$ cat config.mk
export PLATFORM = sky130hd
export DESIGN_NAME = burst_initiator
export DESIGN_NICKNAME = d
export VERILOG_FILES = /design/src/rtl/burst_init_pkg.sv /design/src/rtl/bi_word_tracker.sv /design/src/rtl/bi_claim_timer.sv /design/src/rtl/bi_seq_fsm.sv /design/src/rtl/burst_initiator.sv
export SDC_FILE = /design/constraint.sdc
export NUM_CORES = 1
export LEC_CHECK = 0
export BUFFER_PORTS_ARGS = -buffer_cell sky130_fd_sc_hd__buf_2
export CAP_MARGIN = 5
export CORE_ASPECT_RATIO = 1.75
export CORE_MARGIN = 2
export CORE_UTILIZATION = 40
export CTS_BUF_LIST = sky130_fd_sc_hd__clkbuf_8
export CTS_CLUSTER_SIZE = 16
export DETAILED_ROUTE_END_ITERATION = 12
export GPL_TIMING_DRIVEN = 1
export PLACE_DENSITY = 0.67
export SLEW_MARGIN = 10
export SYNTH_ARGS = -nofsm -noshare
export SYNTH_HDL_FRONTEND = slang
export SYNTH_SLANG_ARGS = --single-unit
$ cat constraint.sdc
create_clock -name clk -period 9.2 [get_ports clk]
set_clock_uncertainty 0.1 [all_clocks]
set_input_delay 0.92 -clock clk [delete_from_list [all_inputs] [get_ports clk]]
set_output_delay 0.92 -clock clk [all_outputs]
set_load 0.01 [all_outputs]
$ cat src/rtl/burst_init_pkg.sv
// Shared types for the burst initiator: controller states and outcome codes.
package burst_init_pkg;

    typedef enum logic [2:0] {
        ST_IDLE = 3'd0,
        ST_ARB  = 3'd1,
        ST_ADDR = 3'd2,
        ST_DATA = 3'd3,
        ST_TERM = 3'd4
    } ctl_state_t;

    typedef enum logic [2:0] {
        END_OK      = 3'd0,
        END_RETRY   = 3'd1,
        END_DISC    = 3'd2,
        END_PREEMPT = 3'd3,
        END_TABORT  = 3'd4,
        END_MABORT  = 3'd5
    } end_code_t;

    localparam logic [3:0] BE_ALL = 4'b0000;
    localparam logic [3:0] BE_NONE = 4'b1111;

endpackage

$ cat src/rtl/bi_word_tracker.sv
// Word tracker: holds the burst total, the words moved and the words left.
// Assumes load and step never occur together; a zero length is raised to one.
module bi_word_tracker #(
    parameter int LEN_W = 16
) (
    input  logic             clk,
    input  logic             rst_n,
    input  logic             load,
    input  logic [LEN_W-1:0] len,
    input  logic             step,
    output logic [LEN_W-1:0] moved,
    output logic             last_one,
    output logic             next_zero,
    output logic             next_full
);
    localparam logic [LEN_W-1:0] ONE = LEN_W'(1);

    logic [LEN_W-1:0] total_q;
    logic [LEN_W-1:0] left_q;
    logic [LEN_W-1:0] moved_q;
    logic [LEN_W-1:0] len_eff;
    logic [LEN_W-1:0] moved_nx;

    assign len_eff  = (len == '0) ? ONE : len;
    assign moved_nx = moved_q + (step ? ONE : '0);

    // Counter update: reload at the address phase, advance on each moved word.
    always_ff @(posedge clk) begin
        if (!rst_n) begin
            total_q <= ONE;
            left_q  <= '0;
            moved_q <= '0;
        end else if (load) begin
            total_q <= len_eff;
            left_q  <= len_eff;
            moved_q <= '0;
        end else if (step) begin
            left_q  <= left_q - ONE;
            moved_q <= moved_nx;
        end
    end

    assign moved     = moved_q;
    assign last_one  = (left_q <= ONE);
    assign next_zero = (moved_nx == '0);
    assign next_full = (moved_nx == total_q);
endmodule

$ cat src/rtl/bi_claim_timer.sv
// Claim timer: counts unclaimed data cycles and flags a master abort when
// TMO such cycles pass. Assumes arm pulses once before each data phase.
module bi_claim_timer #(
    parameter int TMO = 8
) (
    input  logic clk,
    input  logic rst_n,
    input  logic arm,
    input  logic active,
    input  logic claim_n,
    output logic expire
);
    localparam int TW = (TMO < 2) ? 1 : $clog2(TMO);
    localparam logic [TW-1:0] LIMIT = TW'(TMO - 1);

    logic [TW-1:0] tick_q;
    logic          claimed_q;

    // Tick update: clear on arm, latch a claim, else count idle data cycles.
    always_ff @(posedge clk) begin
        if (!rst_n) begin
            tick_q    <= '0;
            claimed_q <= 1'b0;
        end else if (arm) begin
            tick_q    <= '0;
            claimed_q <= 1'b0;
        end else if (active) begin
            if (!claim_n)
                claimed_q <= 1'b1;
            else if (!claimed_q && tick_q != LIMIT)
                tick_q <= tick_q + TW'(1);
        end
    end

    assign expire = active && !claimed_q && claim_n && (tick_q == LIMIT);
endmodule

$ cat src/rtl/bi_seq_fsm.sv
// Sequencer: walks idle, arbitration, address, data and termination, decides
// the outcome code, and tracks an arbiter-forced wind-down.
// Assumes the data path reports moves and remaining words each data cycle.
module bi_seq_fsm
    import burst_init_pkg::*;
(
    input  logic       clk,
    input  logic       rst_n,
    input  logic       req_valid,
    input  logic       gnt_n,
    input  logic       stop_n,
    input  logic       dev_sel_n,
    input  logic       move,
    input  logic       last_one,
    input  logic       next_zero,
    input  logic       next_full,
    input  logic       expire,
    output ctl_state_t state,
    output logic       final_beat,
    output end_code_t  outcome
);
    ctl_state_t state_q, state_nx;
    end_code_t  code_q, code_nx;
    logic       wind_q, wind_nx;

    assign final_beat = last_one || wind_q;

    // Next-state and outcome decision for each sampled edge.
    always_comb begin
        state_nx = state_q;
        code_nx  = code_q;
        wind_nx  = wind_q;
        case (state_q)
            ST_IDLE: if (req_valid) state_nx = ST_ARB;
            ST_ARB:  if (!gnt_n) state_nx = ST_ADDR;
            ST_ADDR: begin
                state_nx = ST_DATA;
                wind_nx  = gnt_n;
            end
            ST_DATA: begin
                if (gnt_n) wind_nx = 1'b1;
                if (!stop_n && dev_sel_n) begin
                    state_nx = ST_TERM;
                    code_nx  = END_TABORT;
                end else if (move && final_beat) begin
                    state_nx = ST_TERM;
                    code_nx  = next_full ? END_OK : END_PREEMPT;
                end else if (!stop_n) begin
                    state_nx = ST_TERM;
                    code_nx  = next_zero ? END_RETRY : END_DISC;
                end else if (expire) begin
                    state_nx = ST_TERM;
                    code_nx  = END_MABORT;
                end
            end
            ST_TERM: state_nx = ST_IDLE;
            default: state_nx = ST_IDLE;
        endcase
    end

    // State register.
    always_ff @(posedge clk) begin
        if (!rst_n) begin
            state_q <= ST_IDLE;
            code_q  <= END_OK;
            wind_q  <= 1'b0;
        end else begin
            state_q <= state_nx;
            code_q  <= code_nx;
            wind_q  <= wind_nx;
        end
    end

    assign state   = state_q;
    assign outcome = code_q;
endmodule

$ cat src/rtl/burst_initiator.sv
// Burst initiator top: latches a client request, then drives the address
// phase and the data phases of a shared address/data bus. It reports the
// outcome and word count. Bus inputs are assumed synchronous to clk.
module burst_initiator
    import burst_init_pkg::*;
#(
    parameter int AW    = 32,
    parameter int LEN_W = 16,
    parameter int TMO   = 8
) (
    input  logic             clk,
    input  logic             rst_n,
    input  logic             req_valid,
    input  logic [3:0]       req_cmd,
    input  logic [AW-1:0]    req_addr,
    input  logic [LEN_W-1:0] req_len,
    output logic             req_ready,
    input  logic [AW-1:0]    wr_data,
    output logic [AW-1:0]    rd_data,
    output logic             xfer,
    output logic             done,
    output logic [2:0]       done_status,
    output logic [LEN_W-1:0] done_count,
    input  logic             gnt_n,
    output logic             frame_n,
    output logic             irdy_n,
    input  logic             trdy_n,
    input  logic             stop_n,
    input  logic             dev_sel_n,
    output logic [3:0]       cbe_n,
    output logic [AW-1:0]    ad_out,
    output logic             ad_oe,
    input  logic [AW-1:0]    ad_in
);
    ctl_state_t       state;
    end_code_t        outcome;
    logic             final_beat;
    logic             last_one, next_zero, next_full, expire;
    logic             in_addr, in_data, accept;
    logic [3:0]       cmd_q;
    logic [AW-1:0]    addr_q;
    logic [LEN_W-1:0] len_q;
    logic             is_wr;

    assign in_addr = (state == ST_ADDR);
    assign in_data = (state == ST_DATA);
    assign accept  = (state == ST_IDLE) && req_valid;
    assign is_wr   = cmd_q[0];
    assign xfer    = in_data && !trdy_n && !dev_sel_n;

    // Request capture when idle.
    always_ff @(posedge clk) begin
        if (!rst_n) begin
            cmd_q  <= '0;
            addr_q <= '0;
            len_q  <= '0;
        end else if (accept) begin
            cmd_q  <= req_cmd;
            addr_q <= req_addr;
            len_q  <= req_len;
        end
    end

    bi_seq_fsm u_seq (
        .clk        (clk),
        .rst_n      (rst_n),
        .req_valid  (req_valid),
        .gnt_n      (gnt_n),
        .stop_n     (stop_n),
        .dev_sel_n  (dev_sel_n),
        .move       (xfer),
        .last_one   (last_one),
        .next_zero  (next_zero),
        .next_full  (next_full),
        .expire     (expire),
        .state      (state),
        .final_beat (final_beat),
        .outcome    (outcome)
    );

    bi_word_tracker #(.LEN_W(LEN_W)) u_words (
        .clk       (clk),
        .rst_n     (rst_n),
        .load      (in_addr),
        .len       (len_q),
        .step      (xfer),
        .moved     (done_count),
        .last_one  (last_one),
        .next_zero (next_zero),
        .next_full (next_full)
    );

    bi_claim_timer #(.TMO(TMO)) u_claim (
        .clk     (clk),
        .rst_n   (rst_n),
        .arm     (in_addr),
        .active  (in_data),
        .claim_n (dev_sel_n),
        .expire  (expire)
    );

    // Bus drive decode from the current state.
    always_comb begin
        frame_n = !(in_addr || (in_data && !final_beat));
        irdy_n  = !in_data;
        ad_oe   = in_addr || (in_data && is_wr);
        ad_out  = '0;
        cbe_n   = BE_NONE;
        if (in_addr) begin
            ad_out = addr_q;
            cbe_n  = cmd_q;
        end else if (in_data) begin
            cbe_n = BE_ALL;
            if (is_wr) ad_out = wr_data;
        end
    end

    assign req_ready   = (state == ST_IDLE);
    assign done        = (state == ST_TERM);
    assign done_status = outcome;
    assign rd_data     = ad_in;
endmodule

==> results of run 1 <==
## critical path, delay by kind of cell (launching register included)
kind | cells | cell delay, ns
muxes | 1 | 0.20
buffers and inverters | 1 | 0.25
and+or+nand+nor | 6 | 2.20
AOI/OAI and AO/OA | 2 | 0.24
adders and majority gates | 2 | 0.56
DFF | 1 | 0.58
## area by class of cell
cell class / instances / area [um^2] / area share, %
Clock inverter: 6 / 51.3 / 0.791
Multi-Input combinational cell: 526 / 3010 / 46.4
Clock buffer: 10 / 138 / 2.12
Inverter: 13 / 53.8 / 0.830
Timing Repair Buffer: 155 / 786 / 12.1
Tap cell: 180 / 225 / 3.47
Sequential cell: 111 / 2220 / 34.3
## logic make-up after synthesis
family / share of synthesized area [%]
buffers and inverters: 9.83
and+or+nand+nor: 23.8
muxes: 0.519
xor gates and xnor gates: 6.96
AOI/OAI and AO/OA: 19.1
adders and majority gates: 1.47
DFF: 38.4
## metal layers
metal / wire, um / track usage (%) / vias to the layer above / share of wire, %
met5: 0 / 0 / - / 0
met4: 645 / 11.0 / 0 / 4.2
met3: 688 / 3.04 / 51 / 4.5
met2: 8010 / 36.0 / 159 / 52
met1: 5930 / 22.1 / 2441 / 39
li1: - / - / 2674 / -
## state kept, by name, indices dropped and copies added (netlist names)
signal	flops
u_seq.state	3
addr_q	32
u_words.left_q	16
u_words.moved	16
cmd_q	4
u_words.total_q	16
u_seq.wind_q	1
u_claim.tick_q	3
len_q	16
u_seq.outcome	3
u_claim.claimed_q	1
## final timing paths
kind | from | endpoint | slack, ns | cells past startpoint
hold / removal | addr_q[5] | addr_q[5] | 0.36 | 2
setup reg to reg | u_seq.state[0] | u_seq.outcome[0] | 5.00 | 12
hold reg to reg | addr_q[5] | addr_q[5] | 0.36 | 2
setup / recovery | u_seq.state[0] | u_seq.outcome[0] | 5.00 | 12
## stage by stage
| step | std cells | worst slack (ns) | power (mW) |
|---|---|---|---|
| 2_1_floorplan | 742 | 5.52 | 0.622 |
| 3_3_place_gp | 985 | 4.69 | 0.653 |
| 3_5_place_dp | 985 | 4.66 | 0.655 |
| 4_1_cts | 1001 | 4.98 | 0.941 |
| 5_1_grt | 1001 | 4.70 | 0.977 |
| 6_report | 1001 | 5.00 | 0.926 |
## Yosys cell counts, types with 2 or more instances
cell	number	area [um^2]
a211o_1	5	43.8
a211oi_1	5	37.5
a21oi_1	88	440
a22o_1	32	280
a311oi_1	4	35.0
a31oi_1	7	43.8
and2_1	5	31.3
and3_1	2	12.5
and4_1	4	35.0
buf_1	3	11.3
buf_2	10	50.1
buf_4	34	255
buf_6	4	45.0
clkbuf_1	41	154
dfxtp_1	111	2220
ha_1	6	75.1
inv_1	11	41.3
mux2i_1	3	30.0
nand2_1	162	608
nand3_1	14	70.1
nand4_1	6	37.5
nor2_1	44	165
nor2b_1	3	18.8
nor3_1	13	65.1
nor3_2	3	30.0
nor3b_1	4	30.0
nor4_1	7	43.8
nor4_2	2	25.0
o21ai_0	17	85.1
o21ai_1	2	10.0
or2_2	2	12.5
or3_1	10	62.6
or4_1	6	45.0
xnor2_1	24	210
xor2_1	22	193
## power by group
part	switching [mW]	leakage, nW	internal, mW
Sequential	0.0181	0.903	0.502
Combinational	0.0749	1.75	0.0476
Clock	0.172	0.0992	0.111
==> flow_summary_export.csv, run 1 <==
group,metric,value,unit
run_status,status,"finished clean",
sta,max_freq,238,MHz
die,initial_core_util,40.5,%
clock_network,htreeDepth,3,
min_path,hp-class,"reg2reg",
clock_network,clk_latency,0.37,ns
sta,slew_headroom,35.4,%
sta,rsz0062_at_grt,"no",
sta,finalMaxSlewViolations,0,
worst_setup_path,worstSetupPathType,"reg2reg",
sta,min_period,4.20,ns
clock_network,clk_pin_slew_worst_paths,0.11,ns
cells_and_area,final_util,45.3,%
route,vias,5325,
logic_synthesis,synthDistinctLibCells,61,
placement,gp_congestion,0.917,
die,dieHeight,163,um
logic_synthesis,yosysSeqAreaShare,38.4,%
logic_synthesis,yosysWarningCount,0,
pwr,p_leak,2.75,nW
sta,whs,0.360,ns
worst_setup_path,cp_slowest_cell,"or3_1",
route,wl_per_cell,15.3,um
route,ant_nets,0,
die,ios,216,
die,rows,58,
sta,worstMarginPinSlew,0.969,ns
sta,period_share,45.7,%
global_route,grtUsageTotal,20.1,%
route,drtIter0Drc,292,
cells_and_area,fin_area,6480,um^2
logic_synthesis,netlist_instances,742,
die,die_w,95.0,um
cells_and_area,layout_commonest_cell,"nand2_1",
route,via_per_inst,5.32,
cells_and_area,area_growth_syn_to_layout,11.9,%
sta,final_hold_viol_count,0,
worst_setup_path,startpoint_type,"register",
placement,numPortBuffers,151,
pwr,powerDensity,143,nW/um^2
logic_synthesis,ys.flop_type,"dfxtp_1",
die,fp.dieArea,15500,um^2
placement,hpwl,11.1,mm
clock_network,cts.sinks,111,
logic_synthesis,ys_ff_latch,111,
worst_setup_path,worstPathArrival,4.43,ns
global_route,first_global_vias,5119,
run,drv_cap,0,
clock_network,cts_resized,0,
pwr,peakVddDrop,0.0870,mV
route,drcViolationCount,0,
cells_and_area,num_antenna_cells,0,
die,fp.coreArea,14300,um^2
route,wl,15.3,mm
global_route,grt_max_degree,89,
cells_and_area,nets,945,
placement,dpl_cell_area,6290,um^2
clock_network,cts_tree,"yes",
worst_setup_path,worstPathRequired,9.42,ns
logic_synthesis,synth_edf_count,0,
worst_setup_path,max_stage_delay,0.70,ns
clock_network,cts-root-buf,"clkbuf_8",
global_route,antenna_found_initial,0,
logic_synthesis,async_reset_ff_share,0,%
global_route,grt_pass1_wl,24.8,mm
worst_setup_path,critPathCaptureType,"register",
worst_setup_path,crit_chain,"nand3b_4 -> or3_1 -> inv_6 -> ha_1 -> ha_1 -> nand4_1 -> or4_1 -> mux2i_1 -> a211oi_1 -> or4_1 -> a21o_1 -> nand3_2",
sta,tns,0,ns
sta,finalSetupViolCount,0,
cells_and_area,nFillCells,1513,
cells_and_area,drive_gt1_share,23.4,%
clock_network,cts_setup_buffers,0,
clock_network,cts_made_buffers,9,
worst_setup_path,worstPathMaxFanout,23,
route,drt_pass1_iterations,4,
global_route,overflow,0,
logic_synthesis,synth_nets,871,
cells_and_area,final_cell_mix,"nand2_1, buf_2, dfxtp_1, a21oi_1, nor2_1",
clock_network,clk_path_buf_depth,2,
logic_synthesis,syn_area,5790,um^2
clock_network,hold_buffers,0,
logic_synthesis,post_synth.cell_area_avg,7.80,um^2
Note: power is estimated with default switching activity, not from simulation.
==> inputs of run 2 (changes only) <==
PLACE_DENSITY = 0.7   (was 0.67)
clock period = 3.4 ns   (was 9.2 ns; I/O delays follow)
==> run 2 against run 1 <==
  * Final cell count increased by 1.0%
  * Global-route usage increased by 0.32 points
  * Sequential cell count unchanged
  * Non-clock buffer count up 10
  * Fmax grew 32%
  * Critical endpoint is now u_seq.outcome[1]
  * Largest cell class unchanged
  * Largest power group unchanged
==> flow_summary_export.csv, run 2 (synthesis results as in run 1) <==
group,metric,value,unit
global_route,grt_max_degree,86,
global_route,use_met2,37.1,%
route,drt_pass1_iterations,4,
worst_setup_path,worstPathRequired,3.56,ns
placement,numPortBuffers,151,
cells_and_area,layout_commonest_cell,"nand2_1",
clock_network,cts_tree,"yes",
worst_setup_path,critPathCaptureType,"register",
clock_network,clk_path_buf_depth,2,
global_route,gr-max-usage-layer,"met2",
route,vias,5398,
cells_and_area,top_register,"addr_q",
cells_and_area,final_cell_mix,"nand2_1, buf_2, dfxtp_1, a21oi_1, nor2_1",
die,rows,58,
placement,hpwl,11.4,mm
run_status,status,"finished clean",
sta,rsz0062_at_grt,"no",
worst_setup_path,crit_chain,"nand3b_4 -> or3_4 -> inv_6 -> ha_1 -> ha_1 -> and4_4 -> or3_1 -> a211oi_2 -> o22ai_1 -> or4_4 -> o21ai_1 -> nand3_1",
worst_setup_path,r2r_cells,12,
clock_network,clk_pin_slew_worst_paths,0.11,ns
clock_network,cts-root-buf,"clkbuf_8",
worst_setup_path,worstPathArrival,3.35,ns
min_path,holdPathStages,3,
clock_network,cts_setup_buffers,0,
route,via_per_inst,5.34,
cells_and_area,num_antenna_cells,0,
pwr,powerDensity,391,nW/um^2
route,wl,15.6,mm
sta,period_share,93.9,%
sta,worstMarginPinSlew,0.972,ns
pwr,p_leak,2.80,nW
placement,gp_congestion,0.902,
die,die_w,95.0,um
cells_and_area,area_growth_syn_to_layout,13.8,%
global_route,grtUsageTotal,20.4,%
worst_setup_path,max_stage_delay,0.57,ns
global_route,overflow,0,
sta,max_freq,313,MHz
cells_and_area,drive_gt1_share,24.8,%
global_route,first_global_vias,5103,
die,fp.dieArea,15500,um^2
worst_setup_path,worstSetupPathType,"reg2reg",
sta,slew_headroom,35.0,%
route,ant_nets,0,
cells_and_area,instances_no_fill,1011,
sta,finalSetupViolCount,0,
route,drtIter0Drc,327,
clock_network,clk_latency,0.37,ns
clock_network,cts_made_buffers,9,
worst_setup_path,startpoint_type,"register",
clock_network,hold_buffers,0,
cells_and_area,largest_reg_flops,32,
die,fp.coreArea,14300,um^2
sta,finalMaxSlewViolations,0,
sta,final_hold_viol_count,0,
worst_setup_path,cp_slowest_cell,"or4_4",
global_route,use_met3,3.14,%
die,dieHeight,163,um
cells_and_area,nets,955,
sta,min_period,3.19,ns
run,drv_cap,0,
global_route,grt_pass1_wl,25.0,mm
pwr,peakVddDrop,0.196,mV
route,drcViolationCount,0,
min_path,hp-class,"in2reg",
worst_setup_path,crit_top_cell,"ha_1",
global_route,antenna_found_initial,0,
sta,tns,0,ns
clock_network,cts.sinks,111,
cells_and_area,final_util,46.1,%
worst_setup_path,worstPathMaxFanout,7,
clock_network,htreeDepth,3,
global_route,grt_use_met1,21.6,%
placement,dp_cells,995,
route,wl_per_cell,15.4,um
die,ios,216,
die,initial_core_util,40.5,%
run 2: path summary, 6_finish.rpt:
kind | from | end | slack (ns)
setup / recovery | u_seq.state[2] | u_seq.outcome[1] | 0.21
hold / removal | req_addr[21] | addr_q[21] | 0.09
setup reg to reg | u_seq.state[2] | u_seq.outcome[1] | 0.21
hold reg to reg | cmd_q[2] | cmd_q[2] | 0.36
run 2: critical path: cells and delay by family (launching register included):
family	cells	cell delay (ns)
AND/OR/NAND/NOR	6	1.56
AO/OA/AOI/OAI	3	0.49
adder cells (fa/ha/maj)	2	0.45
flip-flops	1	0.43
buffers and inverters	1	0.03
run 2: layout make-up:
type                    count  area (um^2)
fillers                  1481         7710
multi-input cells         526         3020
flip-flops and latches    111         2220
repair buffers            165          861
well taps                 180          225
clock buffers              10          138
clock inverters             6         67.6
inverters                  13         53.8
run 2: timing repair:
action                                  in CTS  in global routing
endpoints found under the setup margin       0                  2
gates resized for setup                      0                  4
endpoints found under the hold margin        0                  0
run 2: metal layers:
metal	routed length [um]	share of wire, %
met2	8320	53
met4	746	4.8
met3	679	4.4
met1	5810	37
met5	0	0
run 2: power by group:
group	switching [mW]	internal [mW]
registers	0.0442	1.36
clock network	0.465	0.367
logic	0.209	0.134
total	0.719	1.86
run 2: metrics by stage:
step           worst slack, ns  instance area, um^2  power (mW)  hold WS [ns]
2_1_floorplan            0.138                 5790        1.68         0.336
3_3_place_gp             0.222                 6370        1.77         0.338
3_5_place_dp             0.174                 6370        1.78         0.349
4_1_cts                  0.153                 6570        2.61        0.0648
5_1_grt                 0.0296                 6590        2.71        0.0707
6_report                 0.207                 6590        2.58        0.0877
